**src/rtl/i2c_regfront_pkg.sv**
```systemverilog
package i2c_regfront_pkg;

    localparam int BUS_AW = 8;
    localparam int BUS_DW = 32;
    localparam int BYTE_W = 8;
    localparam int IRQ_N  = 4;
    localparam int WWM_W  = 3;
    localparam int RWM_W  = 4;
    localparam int SLV_W  = 16;

    localparam int CTRL_START   = 0;
    localparam int CTRL_WWM     = 1;
    localparam int CTRL_RWM     = 4;
    localparam int CTRL_RESTART = 8;
    localparam int CTRL_EN      = 31;

    localparam int ST_WFULL  = 0;
    localparam int ST_WCNT   = 1;
    localparam int ST_REMPTY = 5;
    localparam int ST_RCNT   = 6;

    localparam int EV_WWM  = 0;
    localparam int EV_RWM  = 1;
    localparam int EV_NACK = 2;
    localparam int EV_CERR = 3;

    typedef enum logic [3:0] {
        REG_VER   = 4'd0,
        REG_SLV   = 4'd1,
        REG_CTRL  = 4'd2,
        REG_STAT  = 4'd3,
        REG_TXD   = 4'd4,
        REG_RXD   = 4'd5,
        REG_CNT   = 4'd6,
        REG_IEN   = 4'd7,
        REG_IPEND = 4'd8,
        REG_ICLR  = 4'd9,
        REG_DIV   = 4'd10,
        REG_NONE  = 4'd15
    } reg_e;

    typedef struct packed {
        logic             en;
        logic             restart;
        logic [RWM_W-1:0] rwm;
        logic [WWM_W-1:0] wwm;
    } ctrl_t;

    function automatic reg_e decode_word(input logic [BUS_AW-3:0] word);
        reg_e r;
        r = REG_NONE;
        if (word <= (BUS_AW-2)'(10)) r = reg_e'(word[3:0]);
        return r;
    endfunction

    function automatic logic [BUS_DW-1:0] ctrl_word(input ctrl_t c, input logic start);
        logic [BUS_DW-1:0] w;
        w = '0;
        w[CTRL_START]               = start;
        w[CTRL_WWM +: WWM_W]        = c.wwm;
        w[CTRL_RWM +: RWM_W]        = c.rwm;
        w[CTRL_RESTART]             = c.restart;
        w[CTRL_EN]                  = c.en;
        return w;
    endfunction

endpackage

```
**src/rtl/i2c_fwft_fifo.sv**
```systemverilog
module i2c_fwft_fifo #(
    parameter int W     = 8,
    parameter int DEPTH = 8
) (
    input  logic                       clk,
    input  logic                       rst,
    input  logic                       push,
    input  logic [W-1:0]               din,
    input  logic                       pop,
    output logic [W-1:0]               dout,
    output logic                       empty,
    output logic                       full,
    output logic [$clog2(DEPTH+1)-1:0] count
);
    localparam int PW = (DEPTH > 1) ? $clog2(DEPTH) : 1;
    localparam int CW = $clog2(DEPTH+1);

    logic [W-1:0]  mem [DEPTH];
    logic [PW-1:0] rptr, wptr;
    logic [CW-1:0] cnt;
    logic          push_ok, pop_ok;

    assign full    = (cnt == CW'(DEPTH));
    assign empty   = (cnt == '0);
    assign push_ok = push && !full;
    assign pop_ok  = pop && !empty;
    assign dout    = mem[rptr];
    assign count   = cnt;

    function automatic logic [PW-1:0] nxt(input logic [PW-1:0] p);
        return (p == PW'(DEPTH-1)) ? '0 : p + 1'b1;
    endfunction

    always_ff @(posedge clk) begin
        if (rst) begin
            rptr <= '0;
            wptr <= '0;
            cnt  <= '0;
        end else begin
            if (push_ok) wptr <= nxt(wptr);
            if (pop_ok)  rptr <= nxt(rptr);
            case ({push_ok, pop_ok})
                2'b10:   cnt <= cnt + 1'b1;
                2'b01:   cnt <= cnt - 1'b1;
                default: cnt <= cnt;
            endcase
        end
    end

    always_ff @(posedge clk) begin
        if (push_ok) mem[wptr] <= din;
    end

    AST_NO_OVERFLOW: assert property (@(posedge clk) disable iff (rst)
        cnt <= CW'(DEPTH));
    AST_PUSH_COUNT: assert property (@(posedge clk) disable iff (rst)
        (push && !full && !pop) |=> (cnt == $past(cnt) + 1'b1));
    AST_EMPTY_POP: assert property (@(posedge clk) disable iff (rst)
        (empty && pop && !push) |=> (cnt == '0));
endmodule

```
**src/rtl/i2c_irq_ctrl.sv**
```systemverilog
module i2c_irq_ctrl #(
    parameter int N = 4
) (
    input  logic         clk,
    input  logic         rst,
    input  logic         en,
    input  logic [N-1:0] evt,
    input  logic [N-1:0] clr,
    input  logic [N-1:0] mask,
    output logic [N-1:0] pend,
    output logic         irq
);
    logic [N-1:0] evt_g;

    assign evt_g = evt & {N{en}};
    assign irq   = en && ((pend & mask) != '0);

    always_ff @(posedge clk) begin
        if (rst) pend <= '0;
        else     pend <= (pend & ~clr) | evt_g;
    end

    AST_EVENT_SETS: assert property (@(posedge clk) disable iff (rst)
        (evt_g != '0) |=> ((pend & $past(evt_g)) == $past(evt_g)));
    AST_CLEAR_WORKS: assert property (@(posedge clk) disable iff (rst)
        ((clr & ~evt_g) != '0) |=> ((pend & $past(clr & ~evt_g)) == '0));
    AST_IRQ_GATED: assert property (@(posedge clk) disable iff (rst)
        !en |-> !irq);
    AST_DISABLED_HOLD: assert property (@(posedge clk) disable iff (rst)
        !en |=> ((pend & ~$past(pend)) == '0));
endmodule

```
**src/rtl/i2c_regfront.sv**
```systemverilog
module i2c_regfront
    import i2c_regfront_pkg::*;
#(
    parameter int          FIFO_DEPTH = 8,
    parameter int          DIV_W      = 16,
    parameter int          CNT_W      = 8,
    parameter logic [31:0] VERSION    = 32'h0001_0003,
    parameter int          DIV_RESET  = 499
) (
    input  logic              clk,
    input  logic              rst,
    input  logic              bus_cs,
    input  logic              bus_we,
    input  logic [7:0]        bus_addr,
    input  logic [31:0]       bus_wdata,
    output logic [31:0]       bus_rdata,
    output logic              irq,
    output logic              eng_enable,
    output logic              eng_start,
    output logic              eng_restart,
    output logic [15:0]       eng_slave_addr,
    output logic [DIV_W-1:0]  eng_div,
    output logic [CNT_W-1:0]  eng_count,
    output logic [7:0]        eng_tx_data,
    output logic              eng_tx_valid,
    input  logic              eng_tx_pop,
    input  logic [7:0]        eng_rx_data,
    input  logic              eng_rx_push,
    input  logic              eng_nack,
    input  logic              eng_cnt_err
);
    localparam int CW = $clog2(FIFO_DEPTH+1);

    reg_e              sel;
    logic              wr, rd;
    ctrl_t             ctrl_q;
    logic              start_q;
    logic [SLV_W-1:0]  slv_q;
    logic [DIV_W-1:0]  div_q;
    logic [CNT_W-1:0]  cnt_q;
    logic [IRQ_N-1:0]  ien_q, pend, evt, clr;
    logic              tx_empty, tx_full, rx_empty, rx_full;
    logic [CW-1:0]     tx_cnt, rx_cnt;
    logic [BYTE_W-1:0] rx_head;
    logic [BUS_DW-1:0] status;
    logic              unused_bits;

    assign unused_bits = ^{bus_addr[1:0], bus_wdata[30:16], rx_full};

    assign sel = decode_word(bus_addr[7:2]);
    assign wr  = bus_cs && bus_we;
    assign rd  = bus_cs && !bus_we;

    // configuration registers
    always_ff @(posedge clk) begin
        if (rst) begin
            ctrl_q  <= '0;
            start_q <= 1'b0;
            slv_q   <= '0;
            div_q   <= DIV_W'(DIV_RESET);
            cnt_q   <= '0;
            ien_q   <= '0;
        end else begin
            start_q <= wr && (sel == REG_CTRL) && bus_wdata[CTRL_START] && !start_q;
            if (wr) begin
                case (sel)
                    REG_SLV: slv_q <= bus_wdata[SLV_W-1:0];
                    REG_CTRL: begin
                        ctrl_q.wwm     <= bus_wdata[CTRL_WWM +: WWM_W];
                        ctrl_q.rwm     <= bus_wdata[CTRL_RWM +: RWM_W];
                        ctrl_q.restart <= bus_wdata[CTRL_RESTART];
                        ctrl_q.en      <= bus_wdata[CTRL_EN];
                    end
                    REG_DIV: div_q <= bus_wdata[DIV_W-1:0];
                    REG_CNT: cnt_q <= bus_wdata[CNT_W-1:0];
                    REG_IEN: ien_q <= bus_wdata[IRQ_N-1:0];
                    default: ;
                endcase
            end
        end
    end

    i2c_fwft_fifo #(.W(BYTE_W), .DEPTH(FIFO_DEPTH)) u_txq (
        .clk   (clk),
        .rst   (rst),
        .push  (wr && (sel == REG_TXD)),
        .din   (bus_wdata[BYTE_W-1:0]),
        .pop   (eng_tx_pop),
        .dout  (eng_tx_data),
        .empty (tx_empty),
        .full  (tx_full),
        .count (tx_cnt)
    );

    i2c_fwft_fifo #(.W(BYTE_W), .DEPTH(FIFO_DEPTH)) u_rxq (
        .clk   (clk),
        .rst   (rst),
        .push  (eng_rx_push),
        .din   (eng_rx_data),
        .pop   (rd && (sel == REG_RXD)),
        .dout  (rx_head),
        .empty (rx_empty),
        .full  (rx_full),
        .count (rx_cnt)
    );

    // event sources
    always_comb begin
        evt          = '0;
        evt[EV_WWM]  = 32'(tx_cnt) <= 32'(ctrl_q.wwm);
        evt[EV_RWM]  = 32'(rx_cnt) >= 32'(ctrl_q.rwm);
        evt[EV_NACK] = eng_nack;
        evt[EV_CERR] = eng_cnt_err;
        clr          = (wr && (sel == REG_ICLR)) ? bus_wdata[IRQ_N-1:0] : '0;
    end

    i2c_irq_ctrl #(.N(IRQ_N)) u_irq (
        .clk  (clk),
        .rst  (rst),
        .en   (ctrl_q.en),
        .evt  (evt),
        .clr  (clr),
        .mask (ien_q),
        .pend (pend),
        .irq  (irq)
    );

    always_comb begin
        status                    = '0;
        status[ST_WFULL]          = tx_full;
        status[ST_WCNT +: CW]     = tx_cnt;
        status[ST_REMPTY]         = rx_empty;
        status[ST_RCNT +: CW]     = rx_cnt;
    end

    always_comb begin
        bus_rdata = '0;
        if (rd) begin
            case (sel)
                REG_VER:   bus_rdata = VERSION;
                REG_SLV:   bus_rdata = BUS_DW'(slv_q);
                REG_CTRL:  bus_rdata = ctrl_word(ctrl_q, start_q);
                REG_STAT:  bus_rdata = status;
                REG_RXD:   bus_rdata = rx_empty ? '0 : BUS_DW'(rx_head);
                REG_CNT:   bus_rdata = BUS_DW'(cnt_q);
                REG_IEN:   bus_rdata = BUS_DW'(ien_q);
                REG_IPEND: bus_rdata = BUS_DW'(pend);
                REG_DIV:   bus_rdata = BUS_DW'(div_q);
                default:   bus_rdata = '0;
            endcase
        end
    end

    assign eng_enable     = ctrl_q.en;
    assign eng_start      = start_q;
    assign eng_restart    = ctrl_q.restart;
    assign eng_slave_addr = slv_q;
    assign eng_div        = div_q;
    assign eng_count      = cnt_q;
    assign eng_tx_valid   = !tx_empty;

    AST_START_PULSE: assert property (@(posedge clk) disable iff (rst)
        eng_start |=> !eng_start);
    AST_START_CAUSE: assert property (@(posedge clk) disable iff (rst)
        $rose(eng_start) |-> $past(wr && (sel == REG_CTRL) && bus_wdata[CTRL_START]));
    AST_FULL_DROP: assert property (@(posedge clk) disable iff (rst)
        (tx_full && !eng_tx_pop) |=> tx_full);
endmodule

```
**config.mk**
```make
export PLATFORM = sky130hd
export DESIGN_NAME = i2c_regfront
export DESIGN_NICKNAME = d
export VERILOG_FILES = /design/src/rtl/i2c_regfront_pkg.sv /design/src/rtl/i2c_fwft_fifo.sv /design/src/rtl/i2c_irq_ctrl.sv /design/src/rtl/i2c_regfront.sv
export SDC_FILE = /design/constraint.sdc
export NUM_CORES = 1
export LEC_CHECK = 0
export ABC_CLOCK_PERIOD_IN_PS = 3950
export BUFFER_PORTS_ARGS = -buffer_cell sky130_fd_sc_hd__buf_2
export CORE_MARGIN = 5
export CORE_UTILIZATION = 43
export DETAILED_ROUTE_END_ITERATION = 6
export GPL_TIMING_DRIVEN = 0
export HOLD_SLACK_MARGIN = 0.06
export PLACE_DENSITY = 0.73
export RECOVER_POWER = 25
export SYNTH_ARGS = -nofsm -noshare
export SYNTH_HDL_FRONTEND = slang
export SYNTH_SLANG_ARGS = --single-unit
export TNS_END_PERCENT = 30
```
**constraint.sdc**
```tcl
create_clock -name clk -period 3.95 [get_ports clk]
set_clock_uncertainty 0.2 [all_clocks]
set_input_delay 0.9875 -clock clk [delete_from_list [all_inputs] [get_ports clk]]
set_output_delay 0.9875 -clock clk [all_outputs]
set_load 0.03 [all_outputs]
```
* After elaboration in Yosys (flattened, before gate mapping)
Memories as Yosys holds them, arrays and structs flattened. A register that Yosys moved wholly into a read port is not among the register bits.
Index checks and enable logic that the tools add are counted.
** Operators by class
- Add/sub/neg operators :: 8
- Multipliers :: 0
- Div/mod/pow operators :: 0
- Magnitude comparators :: 3
- Equal/unequal tests :: 20
- Shift operators :: 0
- Mux-type cells :: 19
- Bitwise gates (word level) :: 5
- Reductions and logical operators :: 30
** Operators by type and width (number)
- 32-bit case mux with 9 select lines :: 1
- 32-bit two-way mux :: 1
- 3-bit two-way mux :: 8
- 4-bit == test (second input constant) :: 5
- 4-bit by 3-bit == test with 1-bit output (second input constant) :: 4
- 4-bit case mux with 2 select lines :: 2
- 1-bit logical AND :: 13
- 3-bit by 1-bit adder with 3-bit output (second input constant) :: 4
- 4-bit AND :: 3
- 3-bit == test (second input constant) :: 4
- 4-bit zero test :: 3
- 2-bit AND reduction :: 5
- 4-bit by 1-bit adder with 4-bit output (second input constant) :: 2
- 4-bit by 2-bit == test with 1-bit output (second input constant) :: 2
- 4-bit two-way mux :: 2
- 8-bit two-way mux :: 1
- 4-bit by 1-bit subtractor with 4-bit output (second input constant) :: 2
- 6-bit by 4-bit less-or-equal comparator with 1-bit output (second input constant) :: 1
- 1-bit zero test :: 6
- 2-bit by 1-bit == test with 1-bit output (second input constant) :: 2
- 2-bit == test (second input constant) :: 2
- 4-bit by 1-bit == test with 1-bit output (second input constant) :: 1
- 4-bit greater-or-equal comparator :: 1
- 4-bit by 3-bit less-or-equal comparator with 1-bit output :: 1
- 5 further kinds :: 9
** Word-level totals
- Flip-flop bits (word level) :: 78
- Latch bits :: 0
- Bits in writable memories :: 128
- Bits in read-only memories :: 0
- Bits of input ports :: 56
- Logic and storage cells :: 103
- Memories :: 2
** Memory list
- u_rxq.mem :: depth 8, bits a word 8, rd ports 1, clocked after memory_dff 1, write ports 1, line i2c_fwft_fifo.sv:18 : logic [W-1:0] mem [DEPTH];
- u_txq.mem :: depth 8, bits a word 8, rd ports 1, clocked after memory_dff 1, write ports 1, line i2c_fwft_fifo.sv:18

* Depth between registers and ports, before layout
- Word-level depth :: 8
- Mapped depth :: 12
- Gate-level depth less buffers :: 10

* Cells and area by module
A second synthesis with hierarchy kept.
** Second synthesis, totals
- Cell total of the unflattened synthesis :: 723
- Area, all modules :: 9584.2 um2
** By module, submodules not included
- i2c_fwft_fifo at u_rxq :: times used 1, cells an instance 173, area an instance 3193.1 um2, sequential area each 2182.1 um2
- i2c_fwft_fifo at u_txq :: times used 1, cells an instance 171, area an instance 3173.0 um2, sequential area each 2182.1 um2
- i2c_regfront :: times used 1, cells an instance 360, area an instance 3055.4 um2, sequential area each 1081.0 um2
- i2c_irq_ctrl :: times used 1, cells an instance 19, area an instance 162.7 um2, sequential area each 80.1 um2

* Worst setup path after synthesis
No wires, ideal clock.
- Path kind :: in2out
- Start :: in bus_addr[5]
- End :: out bus_rdata[3]
- Data arrival time :: 2.715 ns
- Path slack :: 0.047 ns
- Cell stages on the path :: 7
- Path buffers :: 2
- Path through :: clkbuf_1 > nor2_1 > and4_1 > clkbuf_1 > a22o_1 > nor3_1 > o21ai_0
** Between the ends
- Cells in the longest elaborated chain, start to end :: 5
- Elaborated cells between the ends (all ways) :: 13
** Ends and longest elaborated chain
- start, declared :: line i2c_regfront.sv:14 : input logic [7:0] bus_addr,
- 6-bit by 4-bit less-or-equal comparator with 1-bit output :: line i2c_regfront_pkg.sv:52 : if (word <= (BUS_AW-2)'(10)) r = reg_e'(word[3:0]);
- 4-bit two-way mux (*) :: line i2c_regfront_pkg.sv:52
- 4-bit == test (tied with other cells) :: line i2c_regfront.sv:139 : case (sel)
- 32-bit case mux with 9 select lines (*) :: line i2c_regfront.sv:139
- 32-bit two-way mux (*) :: line i2c_regfront.sv:138 : if (rd) begin
- end, declared :: line i2c_regfront.sv:16 : output logic [31:0] bus_rdata,
Every way passes the cells marked *; elsewhere a longest branch is shown, timed or not.

* Final worst setup path
- Start :: in bus_addr[4]
- End :: out bus_rdata[0]
Same word-level chain as after synthesis.

==> results list <==
* Wire per inst: 19.9 µm
* Power per standard cell area: 431 nW/µm²
* Congestion Overflow GR: 0
* Portion of the post-synthesis area used by sequential elements: 59.5%
- Setup violations remaining at the end of the flow were counted as 0.
- The flow ran to the end, and the final reports show no timing, DRC or antenna violations.
- The endpoint identified for the worst register-to-register timing path is u_rxq.count[2].
- Once detailed placement completed, the half-perimeter wirelength came to 17200 µm.
- Global-route usage over all layers: 18.9%
* Buffer type at the clock tree root: sky130_fd_sc_hd__clkbuf_16
- Warnings, synthesis: 0
- Setup repair after global routing could not meet its margin everywhere.
- Synth area leaders: sky130_fd_sc_hd__edfxtp_1, sky130_fd_sc_hd__dfxtp_1, sky130_fd_sc_hd__mux4_2
* Die width: 157 µm
* Count of vias placed by the detailed router: 6509
- At the pin with the least slew margin, the transition time is 1310 ps.
- For this run, the detailed router's first-pass iteration total came to 5.
* Worst setup slack after layout: 40.0 ps
- By startpoint and endpoint, the worst setup path is classified as in -> out.
- Met3 usage in global routing: 3.08%
- CORE AREA: 21200 µm²
* Number of remaining DRC errors: 0
* Global-route track usage on met2: 33.7%
* Syn_area_per_cell: 12.4 µm²
- Shortest clock period the worst path allows after layout: 3910 ps
* Static leakage: 4.09 nW
- Counting flops and latches in the post-synthesis netlist gives 212.
* Initial antenna violation count: 2
- 141 I/O pins were placed.
* Peak ir drop on the vdd network: 0.421 mV
* Final clock period utilization by the worst path: 99.0%
- Synth Instances: 752
* Standard-cell rows: 53
- The worst register-to-register path begins at u_rxq.count[3].
* Via count of the first global-routing pass: 6316
- Top cell type's share of synthesized area: 41.4%
- The later pin in the worst-skew pair is clocked with a latency of 510 ps.
- Met1 layer usage reported by global route: 23.9%
- In this run the tightest slew margin relative to its limit is 12.3%.
- In this run the vertical extent of the chip is 157 µm.
* Critical Path End: bus_rdata[0]
- Entering global routing, the biggest net connects 15 pins.
- Number of clock sinks seen by CTS: 212
- Along the worst path, the maximum fanout reaches 9.
- Required time at the endpoint of the critical path: 2760 ps
- Placer's final routability congestion estimate: 0.916
- Die Footprint: 24600 µm²
* CTS Hold Bufs: 0
* Fraction of final layout cells sized beyond drive strength 1: 25.3%
- Clock-pin slew was measured on the worst setup and hold paths at 60 ps.
* Number of enable flip-flop cells after synthesis: 128
- Crit start category: input pin
* Avg Vias per Cell: 5.46
* Number of maximum-capacitance constraint violations: 0
- sky130_fd_sc_hd__edfxtp_1 takes more of the synthesized area than any other cell.
- Top achievable clock speed: 256 MHz
* Count of H-tree levels built during CTS: 1
* Port buffer count: 106
- Among all flip-flop cells after synthesis, the most frequent one is sky130_fd_sc_hd__edfxtp_1.
* Design area: 11100 µm²
- The min-delay analysis places its worst path in the category reg -> reg.
- Once the floorplan was initialized, standard cells occupied 43.9% of the core.
* Wire length of the first global-routing pass: 36000 µm
- TritonCTS Buffers: 23
- Number of nets in the final layout: 975
* Clock tree from TritonCTS: yes
* Max Transition Viols Final: 0
* Clock Tree Buf Depth: 3
- Busiest grt layer: met2
- Area added between synthesis and finish: 19.0%
- The count of endpoints failing hold in the final timing report came to 0.
- Data on the critical path arrives at its endpoint at 2720 ps.
* Number of distinct standard cells referenced by the synthesized netlist: 56
- In this run the register-to-register setup slack is 300 ps.
* Combined area of all synthesized cells: 9290 µm²
- Number of cells on the worst reg-to-reg path: 10
- Commonest non-fill, non-tap cell in the layout: sky130_fd_sc_hd__edfxtp_1
- Worst Setup End Kind: primary output
- Share of synthesized registers carrying an async set or reset: 0%
* Total wirelength of the detailed-routed design: 23800 µm
* Worst-case setup slack after placement: -520 ps
* Violation count after the first detailed-route iteration: 511
- The count of nets left with antenna violations once routing finished came out at 0.
- Worst setup startpoint: bus_addr[4]
* Placed instance area: 10200 µm²
- Commonest cells after routing, fill and taps aside: sky130_fd_sc_hd__edfxtp_1, sky130_fd_sc_hd__nand2_1, sky130_fd_sc_hd__buf_2
through the flow:
| stage | cells | hold WS, ps | power, mW | TNS [ps] | util (%) |
|---|---|---|---|---|---|
| after global placement | 1146 | 232 | 2.63 | -8080 | 48.3 |
| after CTS | 1189 | 243 | 4.79 | 0 | 52.2 |
| final | 1192 | 243 | 4.76 | 0 | 52.2 |
| after global routing | 1191 | 258 | 4.91 | -43.6 | 52.2 |
| after floorplan | 765 | 248 | 2.54 | 0 | - |
| after detailed placement | 1148 | 240 | 2.64 | -7210 | 48.5 |
routing by layer:
layer,vias up,share of wire (%)
met3,60,6.1
met5,-,0.080
met1,3171,40
li1,3046,-
met4,4,2.7
met2,228,51
synthesized netlist by cell type, drive strengths merged, types with 5 or more instances:
master   count
nor4b        6
nor2        61
nand3        9
mux2        17
nand3b      10
inv         12
o21ai        8
dfxtp       84
nor3        17
a2bb2oi      6
nand2b       7
mux2i       31
nand2      109
edfxtp     128
clkbuf      31
xor2         5
nor2b        6
a22oi       12
mux4        32
a221oi       7
ha          20
a21oi       53
buf         29
and3         7
layout make-up:
type                       count  area [µm²]
multi-input combinational    481        3500
fill                        1830       10100
clock inverter                13         158
timing repair buffer         112         559
clock buffer                  29         608
buffer                        57         308
tap                          275         344
inverter                      12        45.0
antenna                        1        2.50
sequential                   212        5530
timing repair:
item                       4_1_cts  5_1_grt
setup buffers                    2        0
resized for setup               10        5
setup endpoints to repair       25        9
pin swaps                        1        0
worst max-delay path, cell delays in order:
cell and delay (ps):
sky130_fd_sc_hd__buf_2 180, sky130_fd_sc_hd__nor2b_2 320, sky130_fd_sc_hd__and4_1 420, sky130_fd_sc_hd__a32o_1 200, sky130_fd_sc_hd__a21oi_1 70, sky130_fd_sc_hd__a31oi_1 280, sky130_fd_sc_hd__buf_2 260
cell families (layout without fill, tap and decap cells):
family / after synthesis / after routing / synth area share (%)
other cells: 1 / 15 / 0.0404
flops: 212 / 212 / 59.5
fa+ha+maj: 20 / 20 / 2.69
xor+xnor: 5 / 5 / 0.471
compound gates: 107 / 107 / 7.27
mux: 80 / 80 / 13.2
buf+inv: 72 / 223 / 3.72
simple gates: 255 / 255 / 13.2
report_power, final:
part           internal, mW  total, mW  switching (mW)
clock network          1.30       2.17           0.868
registers              2.36       2.37         0.00931
logic                0.0728      0.219           0.146
total                  3.73       4.76            1.02
worst min path at each step:
stage | start | end | slack, ps | cells past startpoint
CTS | eng_start | eng_start | 240 | 1
global route | eng_start | eng_start | 260 | 1
global placement | eng_start | eng_start | 230 | 1
floorplan | ien_q[0] | ien_q[0] | 250 | 2
finish | eng_start | eng_start | 240 | 1
detailed placement | eng_start | eng_start | 240 | 1
registers in the layout (all words and copies together), names as in the netlist, 7 cells and up, named ones only:
| name | flops |
|---|---|
| eng_div | 16 |
| u_rxq.mem | 64 |
| eng_slave_addr | 16 |
| ctrl_q | 7 |
| eng_count | 8 |
| u_txq.mem | 64 |
No activity file was read; power rests on OpenSTA's default activity.
